<file path="config.mk">
export PLATFORM = sky130hd
export DESIGN_NAME = rxbuf_credit_ctrl
export DESIGN_NICKNAME = d
export VERILOG_FILES = /design/src/rtl/rbfc_pkg.sv /design/src/rtl/rbfc_regs.sv /design/src/rtl/rbfc_credit_ctr.sv /design/src/rtl/rbfc_hyst.sv /design/src/rtl/rxbuf_credit_ctrl.sv
export SDC_FILE = /design/constraint.sdc
export NUM_CORES = 1
export LEC_CHECK = 0
export ABC_AREA = 1
export BUFFER_PORTS_ARGS = -buffer_cell sky130_fd_sc_hd__buf_4
export CORE_MARGIN = 5
export CORE_UTILIZATION = 59
export DETAILED_ROUTE_END_ITERATION = 16
export GPL_TIMING_DRIVEN = 0
export PLACE_DENSITY_LB_ADDON = 0.15
export SLEW_MARGIN = 20
export SYNTH_ARGS = -nofsm -noshare
export SYNTH_HDL_FRONTEND = slang
export SYNTH_HIERARCHICAL = 1
export SYNTH_SLANG_ARGS = --single-unit
export TNS_END_PERCENT = 50
</file>
<file path="constraint.sdc">
create_clock -name clk -period 5 [get_ports clk]
set_input_delay 0.25 -clock clk [delete_from_list [all_inputs] [get_ports clk]]
set_output_delay 0.25 -clock clk [all_outputs]
set_load 0.01 [all_outputs]
</file>
<file path="src/rtl/rbfc_pkg.sv">
package rbfc_pkg;
  typedef enum logic [1:0] {
    SEL_CFG   = 2'd0,
    SEL_LOW   = 2'd1,
    SEL_HIGH  = 2'd2,
    SEL_ALLOC = 2'd3
  } rbfc_sel_e;

  localparam int THR_LOW_IDX  = 0;
  localparam int THR_HIGH_IDX = 1;
  localparam int NUM_THR      = 2;
endpackage

</file>
<file path="src/rtl/rbfc_regs.sv">
module rbfc_regs
  import rbfc_pkg::*;
#(
  parameter int DATA_W = 32,
  parameter int CNT_W  = 12,
  parameter int CFG_W  = 5
) (
  input  logic              clk,
  input  logic              rst,
  input  logic              wr_en,
  input  logic [1:0]        wr_sel,
  input  logic [DATA_W-1:0] wr_data,
  output logic [CFG_W-1:0]  cfg_q,
  output logic [CNT_W-1:0]  low_thr,
  output logic [CNT_W-1:0]  high_thr,
  output logic              alloc_add,
  output logic              alloc_force,
  output logic [CNT_W-1:0]  alloc_amt
);
  localparam int FORCE_BIT = DATA_W - 1;

  logic [CNT_W-1:0] thr_q [NUM_THR];
  logic             alloc_hit;

  // configuration word
  always_ff @(posedge clk) begin
    if (rst)
      cfg_q <= '0;
    else if (wr_en && wr_sel == SEL_CFG)
      cfg_q <= wr_data[CFG_W-1:0];
  end

  // one register per threshold, each decoded from its own select code
  for (genvar t = 0; t < NUM_THR; t++) begin : g_thr
    localparam logic [1:0] MY_SEL = (t == THR_LOW_IDX) ? SEL_LOW : SEL_HIGH;
    always_ff @(posedge clk) begin
      if (rst)
        thr_q[t] <= '0;
      else if (wr_en && wr_sel == MY_SEL)
        thr_q[t] <= wr_data[CNT_W-1:0];
    end
  end

  assign low_thr  = thr_q[THR_LOW_IDX];
  assign high_thr = thr_q[THR_HIGH_IDX];

  assign alloc_hit   = wr_en && (wr_sel == SEL_ALLOC);
  assign alloc_force = alloc_hit && wr_data[FORCE_BIT];
  assign alloc_add   = alloc_hit && !wr_data[FORCE_BIT];
  assign alloc_amt   = wr_data[CNT_W-1:0];

  AST_THR_HOLD: assert property (@(posedge clk) disable iff (rst)
    !wr_en |=> ($stable(low_thr) && $stable(high_thr) && $stable(cfg_q)));
endmodule

</file>
<file path="src/rtl/rbfc_credit_ctr.sv">
module rbfc_credit_ctr #(
  parameter int CNT_W = 12
) (
  input  logic             clk,
  input  logic             rst,
  input  logic             alloc_add,
  input  logic             alloc_force,
  input  logic [CNT_W-1:0] alloc_amt,
  input  logic             consume,
  output logic [CNT_W-1:0] count
);
  localparam logic [CNT_W:0] MAX_EXT = {1'b0, {CNT_W{1'b1}}};

  logic [CNT_W:0]   sum_ext;
  logic [CNT_W:0]   dec_ext;
  logic [CNT_W-1:0] next_cnt;

  always_comb begin
    sum_ext = {1'b0, count} + (alloc_add ? {1'b0, alloc_amt} : '0);
    dec_ext = (consume && sum_ext != '0) ? sum_ext - 1'b1 : sum_ext;
    if (alloc_force)
      next_cnt = alloc_amt;
    else if (dec_ext > MAX_EXT)
      next_cnt = MAX_EXT[CNT_W-1:0];
    else
      next_cnt = dec_ext[CNT_W-1:0];
  end

  always_ff @(posedge clk) begin
    if (rst) count <= '0;
    else     count <= next_cnt;
  end

  AST_FORCE_LOAD: assert property (@(posedge clk) disable iff (rst)
    alloc_force |=> count == $past(alloc_amt));
  AST_FLOOR_ZERO: assert property (@(posedge clk) disable iff (rst)
    (count == '0 && !alloc_add && !alloc_force) |=> count == '0);
  AST_NO_OVERFLOW: assert property (@(posedge clk) disable iff (rst)
    (count == MAX_EXT[CNT_W-1:0] && alloc_add && !consume && !alloc_force)
      |=> count == MAX_EXT[CNT_W-1:0]);
  AST_IDLE_HOLD: assert property (@(posedge clk) disable iff (rst)
    (!alloc_add && !alloc_force && !consume) |=> $stable(count));
endmodule

</file>
<file path="src/rtl/rbfc_hyst.sv">
module rbfc_hyst #(
  parameter int CNT_W  = 12,
  parameter int CFG_W  = 5,
  parameter int EN_BIT = 1
) (
  input  logic             clk,
  input  logic             rst,
  input  logic [CFG_W-1:0] cfg_q,
  input  logic [CNT_W-1:0] count,
  input  logic [CNT_W-1:0] low_thr,
  input  logic [CNT_W-1:0] high_thr,
  output logic             fc_req
);
  logic gate_on;
  logic at_low;
  logic at_high;

  assign gate_on = cfg_q[0] && cfg_q[EN_BIT];
  assign at_low  = count <= low_thr;
  assign at_high = count >= high_thr;

  always_ff @(posedge clk) begin
    if (rst)          fc_req <= 1'b0;
    else if (!gate_on) fc_req <= 1'b0;
    else if (at_low)   fc_req <= 1'b1;
    else if (at_high)  fc_req <= 1'b0;
  end

  AST_FC_GATED: assert property (@(posedge clk) disable iff (rst)
    !(cfg_q[0] && cfg_q[EN_BIT]) |=> !fc_req);
  AST_FC_RISE: assert property (@(posedge clk) disable iff (rst)
    (cfg_q[0] && cfg_q[EN_BIT] && count <= low_thr) |=> fc_req);
  AST_FC_BAND_HOLD: assert property (@(posedge clk) disable iff (rst)
    (cfg_q[0] && cfg_q[EN_BIT] && count > low_thr && count < high_thr)
      |=> $stable(fc_req));
  AST_FC_FALL: assert property (@(posedge clk) disable iff (rst)
    (cfg_q[0] && cfg_q[EN_BIT] && count > low_thr && count >= high_thr)
      |=> !fc_req);
endmodule

</file>
<file path="src/rtl/rxbuf_credit_ctrl.sv">
module rxbuf_credit_ctrl
  import rbfc_pkg::*;
#(
  parameter int DATA_W = 32,
  parameter int CNT_W  = 12,
  parameter int NUM_CH = 8,
  parameter int CH_ID  = 0
) (
  input  logic              clk,
  input  logic              rst,
  input  logic              wr_en,
  input  logic [1:0]        wr_sel,
  input  logic [DATA_W-1:0] wr_data,
  input  logic              consume,
  output logic [CNT_W-1:0]  avail_count,
  output logic              fc_req
);
  localparam int CFG_W  = ((NUM_CH - 1) >> 1) + 2;
  localparam int EN_BIT = (CH_ID >> 1) + 1;

  logic [CFG_W-1:0] cfg_q;
  logic [CNT_W-1:0] low_thr;
  logic [CNT_W-1:0] high_thr;
  logic             alloc_add;
  logic             alloc_force;
  logic [CNT_W-1:0] alloc_amt;

  rbfc_regs #(.DATA_W(DATA_W), .CNT_W(CNT_W), .CFG_W(CFG_W)) u_regs (
    .clk(clk), .rst(rst), .wr_en(wr_en), .wr_sel(wr_sel), .wr_data(wr_data),
    .cfg_q(cfg_q), .low_thr(low_thr), .high_thr(high_thr),
    .alloc_add(alloc_add), .alloc_force(alloc_force), .alloc_amt(alloc_amt)
  );

  rbfc_credit_ctr #(.CNT_W(CNT_W)) u_ctr (
    .clk(clk), .rst(rst), .alloc_add(alloc_add), .alloc_force(alloc_force),
    .alloc_amt(alloc_amt), .consume(consume), .count(avail_count)
  );

  rbfc_hyst #(.CNT_W(CNT_W), .CFG_W(CFG_W), .EN_BIT(EN_BIT)) u_hyst (
    .clk(clk), .rst(rst), .cfg_q(cfg_q), .count(avail_count),
    .low_thr(low_thr), .high_thr(high_thr), .fc_req(fc_req)
  );

  initial begin
    AST_CH_RANGE: assert (CH_ID < NUM_CH && CNT_W < DATA_W);
  end
endmodule

</file>
==> out/summary.txt, run 1 <==
status: finished clean
Worst Path Arrival: 3880 ps
Fmax: 270 MHz
Die Y: 89.0 µm
Via density: 5.27
largest net degree at the start of global routing: 13
setup ws final: 1300 ps
CP startpoint kind: input pin
IO Count: 51
Cell Area, Synth: 3680 µm²
worst slack at placement: 1080 ps
met3 Usage GRT: 0.0359
clock transition at the registers of the reported paths: 70 ps
period utilization: 0.740
worst vdd ir: 0.000179 V
data required time of the critical path: 5180 ps
Nets: 681
clock skew: 2.98 ps
share of cells above drive strength 1: 0.122
hold depth: 2
Reg2Reg Depth: 20
post-route minimum period: 3700 ps
num rows: 28
port bufs: 31
vias: 3582
dpl hpwl: 7300 µm
met1 usage: 0.347
Root Driver: clkbuf_8
# H-tree levels: 2
worst hold-check path type: input pin to flop
Worst setup EP type: flop
Slew Viols, Final: 0
first-pass GRT wire length: 15300 µm
beginning of the worst hold path: rst
Post-CTS Hold Fix Bufs: 0
critical path type: input pin to flop
DRT iter0 DRCs: 278
worst slew pin tran: 607 ps
Post-CTS Resized: 0
Setup Total Neg Slack: 0 ps
Final Hold Viols: 0
drt drc: 0
antenna violations before repair: 0
Placer Congestion: 0.934
Die ar.: 7920 µm²
post-CTS setup buffer count: 0
GRT Overall Usage: 0.248
wire per inst: 13.3 µm
DRT Wirelength: 9030 µm
Num CTS Buffers: 5
area grow syn2layout: 11.8%
total gr overflow: 0
MaxCap Viol Count: 0
RSZ-0062 raised after global routing: no
Max Root-Sink Buffers: 2
syn_area_per_cell: 6.50 µm²
Clock Sinks: 39
Static Leak: 2.43 nW
CTS tree: built
placed cells: 672
Initial Util: 0.614
Core Region: 5990 µm²
met2 Track Usage GR: 0.410
Power Density: 327 nW/µm²
Crit. Startpoint: wr_en
Most Used Layer, Global Route: met2
Post-Syn Nets: 643
post-route ant nets: 0
Die W: 89.0 µm
diode count: 0
max_slew headroom: 0.594
Final setup viols: 0
drt first pass iters: 5
worst r2r src: u_ctr/count[0]$_SDFF_PP0_
vias in the first global route: 3386
clock insertion delay at the later pin of the skew report: 290 ps
Synth Warn #: 6
cell count after synthesis: 566
fin cells: 680
CP max FO: 10
flop2flop setup slack: 1930 ps
[cell usage in the layout (no fill, tap or decap), types with 2 or more instances in the layout]
master and instances:
edfxtp_1 24, inv_2 3, clkbuf_1 2, clkbuf_8 5, a31oi_1 2, xor2_1 5, clkinv_1 2, nand2_1 170
o21ai_0 12, nor2_2 9, a21oi_1 24, nand2_4 3, nand3b_1 2, nor2_4 2, ha_1 38, buf_4 44
nor2_1 61, nor3_1 3, nand4_1 10, buf_6 3, nand3_1 40, dfxtp_1 15, inv_1 115
[sequential cells by signal, indices dropped and copies added, names as in the netlist]
register / cells
u_regs/thr_q: 24
u_ctr/count: 12
u_regs/cfg_q: 2
u_hyst/fc_req: 1
[area by class of cell]
type,instances,area (µm²)
tap,75,93.8
buffer,18,139
clock buffer,5,68.8
clock inverter,3,38.8
multi-input combinational,389,2070
fill,554,1880
inverter,120,453
sequential,39,1020
timing repair buffer,31,233
[path summary, 6_finish.rpt]
kind	endpoint
worst min-delay path	u_ctr/count[8]$_SDFF_PP0_
worst min register to register	u_regs/cfg_q[0]$_SDFFE_PP0P_
worst max register to register	u_ctr/count[6]$_SDFF_PP0_
worst max-delay path	u_ctr/count[6]$_SDFF_PP0_
[power breakdown]
group	total (W)	switching, W	leakage, nW	internal (W)
Clock	0.000259	0.000113	0.0556	0.000146
Sequential	0.000426	0.0000446	0.360	0.000382
Combinational	0.000662	0.000411	2.01	0.000251
Total	0.00135	0.000568	2.43	0.000779
[worst max-delay path: stages]
cell and delay [ps]:
buf_4 100, buf_4 120, nand3_1 100, nor2_1 200, clkbuf_1 410, nand2_1 90
inv_1 80, ha_1 220, inv_1 70, fa_1 420, inv_1 140, nand3_1 100
nand2_1 130, nand2_1 80, nand2_1 80, nand2_1 70, nand2_2 120, inv_2 80
nor2_4 150, nand4_4 130, nand2_4 130, buf_6 150, nand2_1 50, nand2_1 70
nand3_1 100, nand2_1 120, a21oi_1 80
[per-layer routing]
metal  routed length [µm]  up-vias
met4                   83        0
li1                     -     1822
met2                 4110      127
met3                  558       10
met5                    0        -
met1                 4270     1623
[metrics by stage]
step	util	hold WS (ps)	instance area (µm²)	total power, W
after floorplan	-	319	3680	0.000894
after global placement	0.669	469	4010	0.00106
after detailed placement	0.669	477	4010	0.00108
after CTS	0.687	193	4120	0.00134
after global routing	0.687	209	4120	0.00147
final	0.687	202	4120	0.00135
Note: power is estimated with default switching activity, not from simulation.
==> run 2, diff against run 1 <==
--- a/config.mk
+++ b/config.mk
@@ -8,7 +8,7 @@
 export ABC_AREA = 1
 export BUFFER_PORTS_ARGS = -buffer_cell sky130_fd_sc_hd__buf_4
 export CORE_MARGIN = 5
-export CORE_UTILIZATION = 59
+export CORE_UTILIZATION = 53
 export DETAILED_ROUTE_END_ITERATION = 16
 export GPL_TIMING_DRIVEN = 0
 export PLACE_DENSITY_LB_ADDON = 0.15
==> constraint.sdc (replaced) <==
create_clock -name clk -period 3.2 [get_ports clk]
set_input_delay 0.16 -clock clk [delete_from_list [all_inputs] [get_ports clk]]
set_output_delay 0.16 -clock clk [all_outputs]
set_load 0.01 [all_outputs]
==> out/summary.txt, run 2 (synthesis results as in run 1) <==
status: finished clean
Crit. Startpoint: wr_en
Largest register FFs: 24
worst slack at placement: -753 ps
Register Area: 1020 µm²
most frequent cells in the layout: nand2_1 (165), inv_1 (114), nor2_1 (59), buf_4 (50), nand3_1 (38)
Final Hold Viols: 0
worst hold slack: 116 ps
area grow syn2layout: 15.5%
post-route ant nets: 0
Die W: 93.3 µm
Reg2Reg Depth: 20
Layout Utilization: 0.626
DRT iter0 DRCs: 224
placed cells: 693
Die ar.: 8710 µm²
worst r2r src: u_ctr/count[0]$_SDFF_PP0_
vias: 3563
worst vdd ir: 0.000256 V
drt drc: 0
CTS tree: built
Post-CTS Hold Fix Bufs: 0
Root Driver: clkbuf_8
Reg-to-Reg End: u_ctr/count[6]$_SDFF_PP0_
worst slew pin tran: 637 ps
Nets: 688
DRT Wirelength: 9430 µm
hold depth: 2
area of the multi-input gates: 2120 µm²
Num CTS Buffers: 5
drt first pass iters: 5
fin cells: 708
Reg with most FFs: u_regs/thr_q
Worst Path Arrival: 3200 ps
num rows: 30
Worst setup EP type: flop
port bufs: 31
total gr overflow: 0
largest net degree at the start of global routing: 13
setup ws final: 179 ps
dpl hpwl: 7480 µm
Max Root-Sink Buffers: 2
data required time of the critical path: 3380 ps
Final setup viols: 0
# H-tree levels: 2
Static Leak: 2.48 nW
vias in the first global route: 3400
clock skew: 5.16 ps
Fmax: 331 MHz
CP max stage delay: 420 ps
Slew Viols, Final: 0
flop2flop setup slack: 370 ps
GRT Overall Usage: 0.231
MaxCap Viol Count: 0
Slowest-stage cell, CP: fa_2
Placer Congestion: 0.959
CP endpoint: u_ctr/count[6]$_SDFF_PP0_
worst hold-check path type: input pin to flop
Via density: 5.03
wire per inst: 13.3 µm
IO Count: 51
critical path type: input pin to flop
period utilization: 0.944
Clock Sinks: 39
share of cells above drive strength 1: 0.155
Initial Util: 0.542
Regs by FF count: u_regs/thr_q x24, u_ctr/count x12, u_regs/cfg_q x2
clock insertion delay at the later pin of the skew report: 300 ps
Die Y: 93.3 µm
max_slew headroom: 0.574
CP startpoint kind: input pin
diode count: 0
most frequent CP cell: nand2_1
Power Density: 488 nW/µm²
post-route minimum period: 3020 ps
commonest non-fill, non-tap cell in the layout: nand2_1
CP max FO: 5
fillers: 644
Core Region: 6790 µm²
first-pass GRT wire length: 15900 µm
clock transition at the registers of the reported paths: 70 ps
antenna violations before repair: 0
run 2: changes by cell type in the layout (fill, tap and decap cells not counted), moves of 2 or more:
cell      change
buf_4         +6
nor2_1        -2
clkinv_2      +2
nand3_2       +2
nand3_1       -2
nand2_2       +5
buf_8         +2
nand2_1       -5
run 2: layer usage:
| metal | global-route usage | up-vias | routed length (µm) |
|---|---|---|---|
| li1 | - | 1829 | - |
| met1 | 0.321 | 1605 | 4360 |
| met2 | 0.382 | 122 | 4390 |
| met3 | 0.0330 | 7 | 606 |
| met4 | 0.0440 | 0 | 74 |
| met5 | 0 | - | 0 |
run 2: layout make-up:
type,instances,area share
Buffer,18,0.0362
Clock buffer,5,0.0162
Clock inverter,3,0.00353
Inverter,120,0.107
Multi-Input combinational cell,389,0.497
Sequential cell,39,0.240
Tap cell,96,0.0282
Timing Repair Buffer,38,0.0712
run 2: how the worst min path moves through the flow:
stage,to,from
5_1_grt,u_ctr/count[8]$_SDFF_PP0_,rst
6_report,u_ctr/count[8]$_SDFF_PP0_,rst
4_1_cts,u_ctr/count[8]$_SDFF_PP0_,rst
2_1_floorplan,u_ctr/count[6]$_SDFF_PP0_,rst
3_3_place_gp,u_ctr/count[8]$_SDFF_PP0_,rst
3_5_place_dp,u_ctr/count[8]$_SDFF_PP0_,rst
run 2: where the power goes:
part / internal [W] / switching [W]
logic: 0.000421 / 0.000664
registers: 0.000597 / 0.0000672
clock network: 0.000149 / 0.000178
total: 0.00117 / 0.000909
run 2: worst max-delay path, delay by kind of cell:
kind / cells / cell delay, ps
AO/OA/AOI/OAI: 1 / 80
buffers and inverters: 8 / 810
adder cells (fa/ha/maj): 2 / 550
AND/OR/NAND/NOR: 16 / 1610
run 2: what timing repair did:
item	in CTS	in global routing
resized for setup	7	14
pin swaps	1	6
endpoints found under the setup margin	12	12
cloned	0	1
setup buffers	1	5
run 2: stage by stage:
stage	total power, W	cell area (µm²)	setup TNS, ps
floorplan	0.00140	3680	0
global placement	0.00167	4030	-6610
detailed placement	0.00169	4030	-7830
CTS	0.00203	4140	0
global route	0.00227	4250	-1.03
finish	0.00208	4250	0
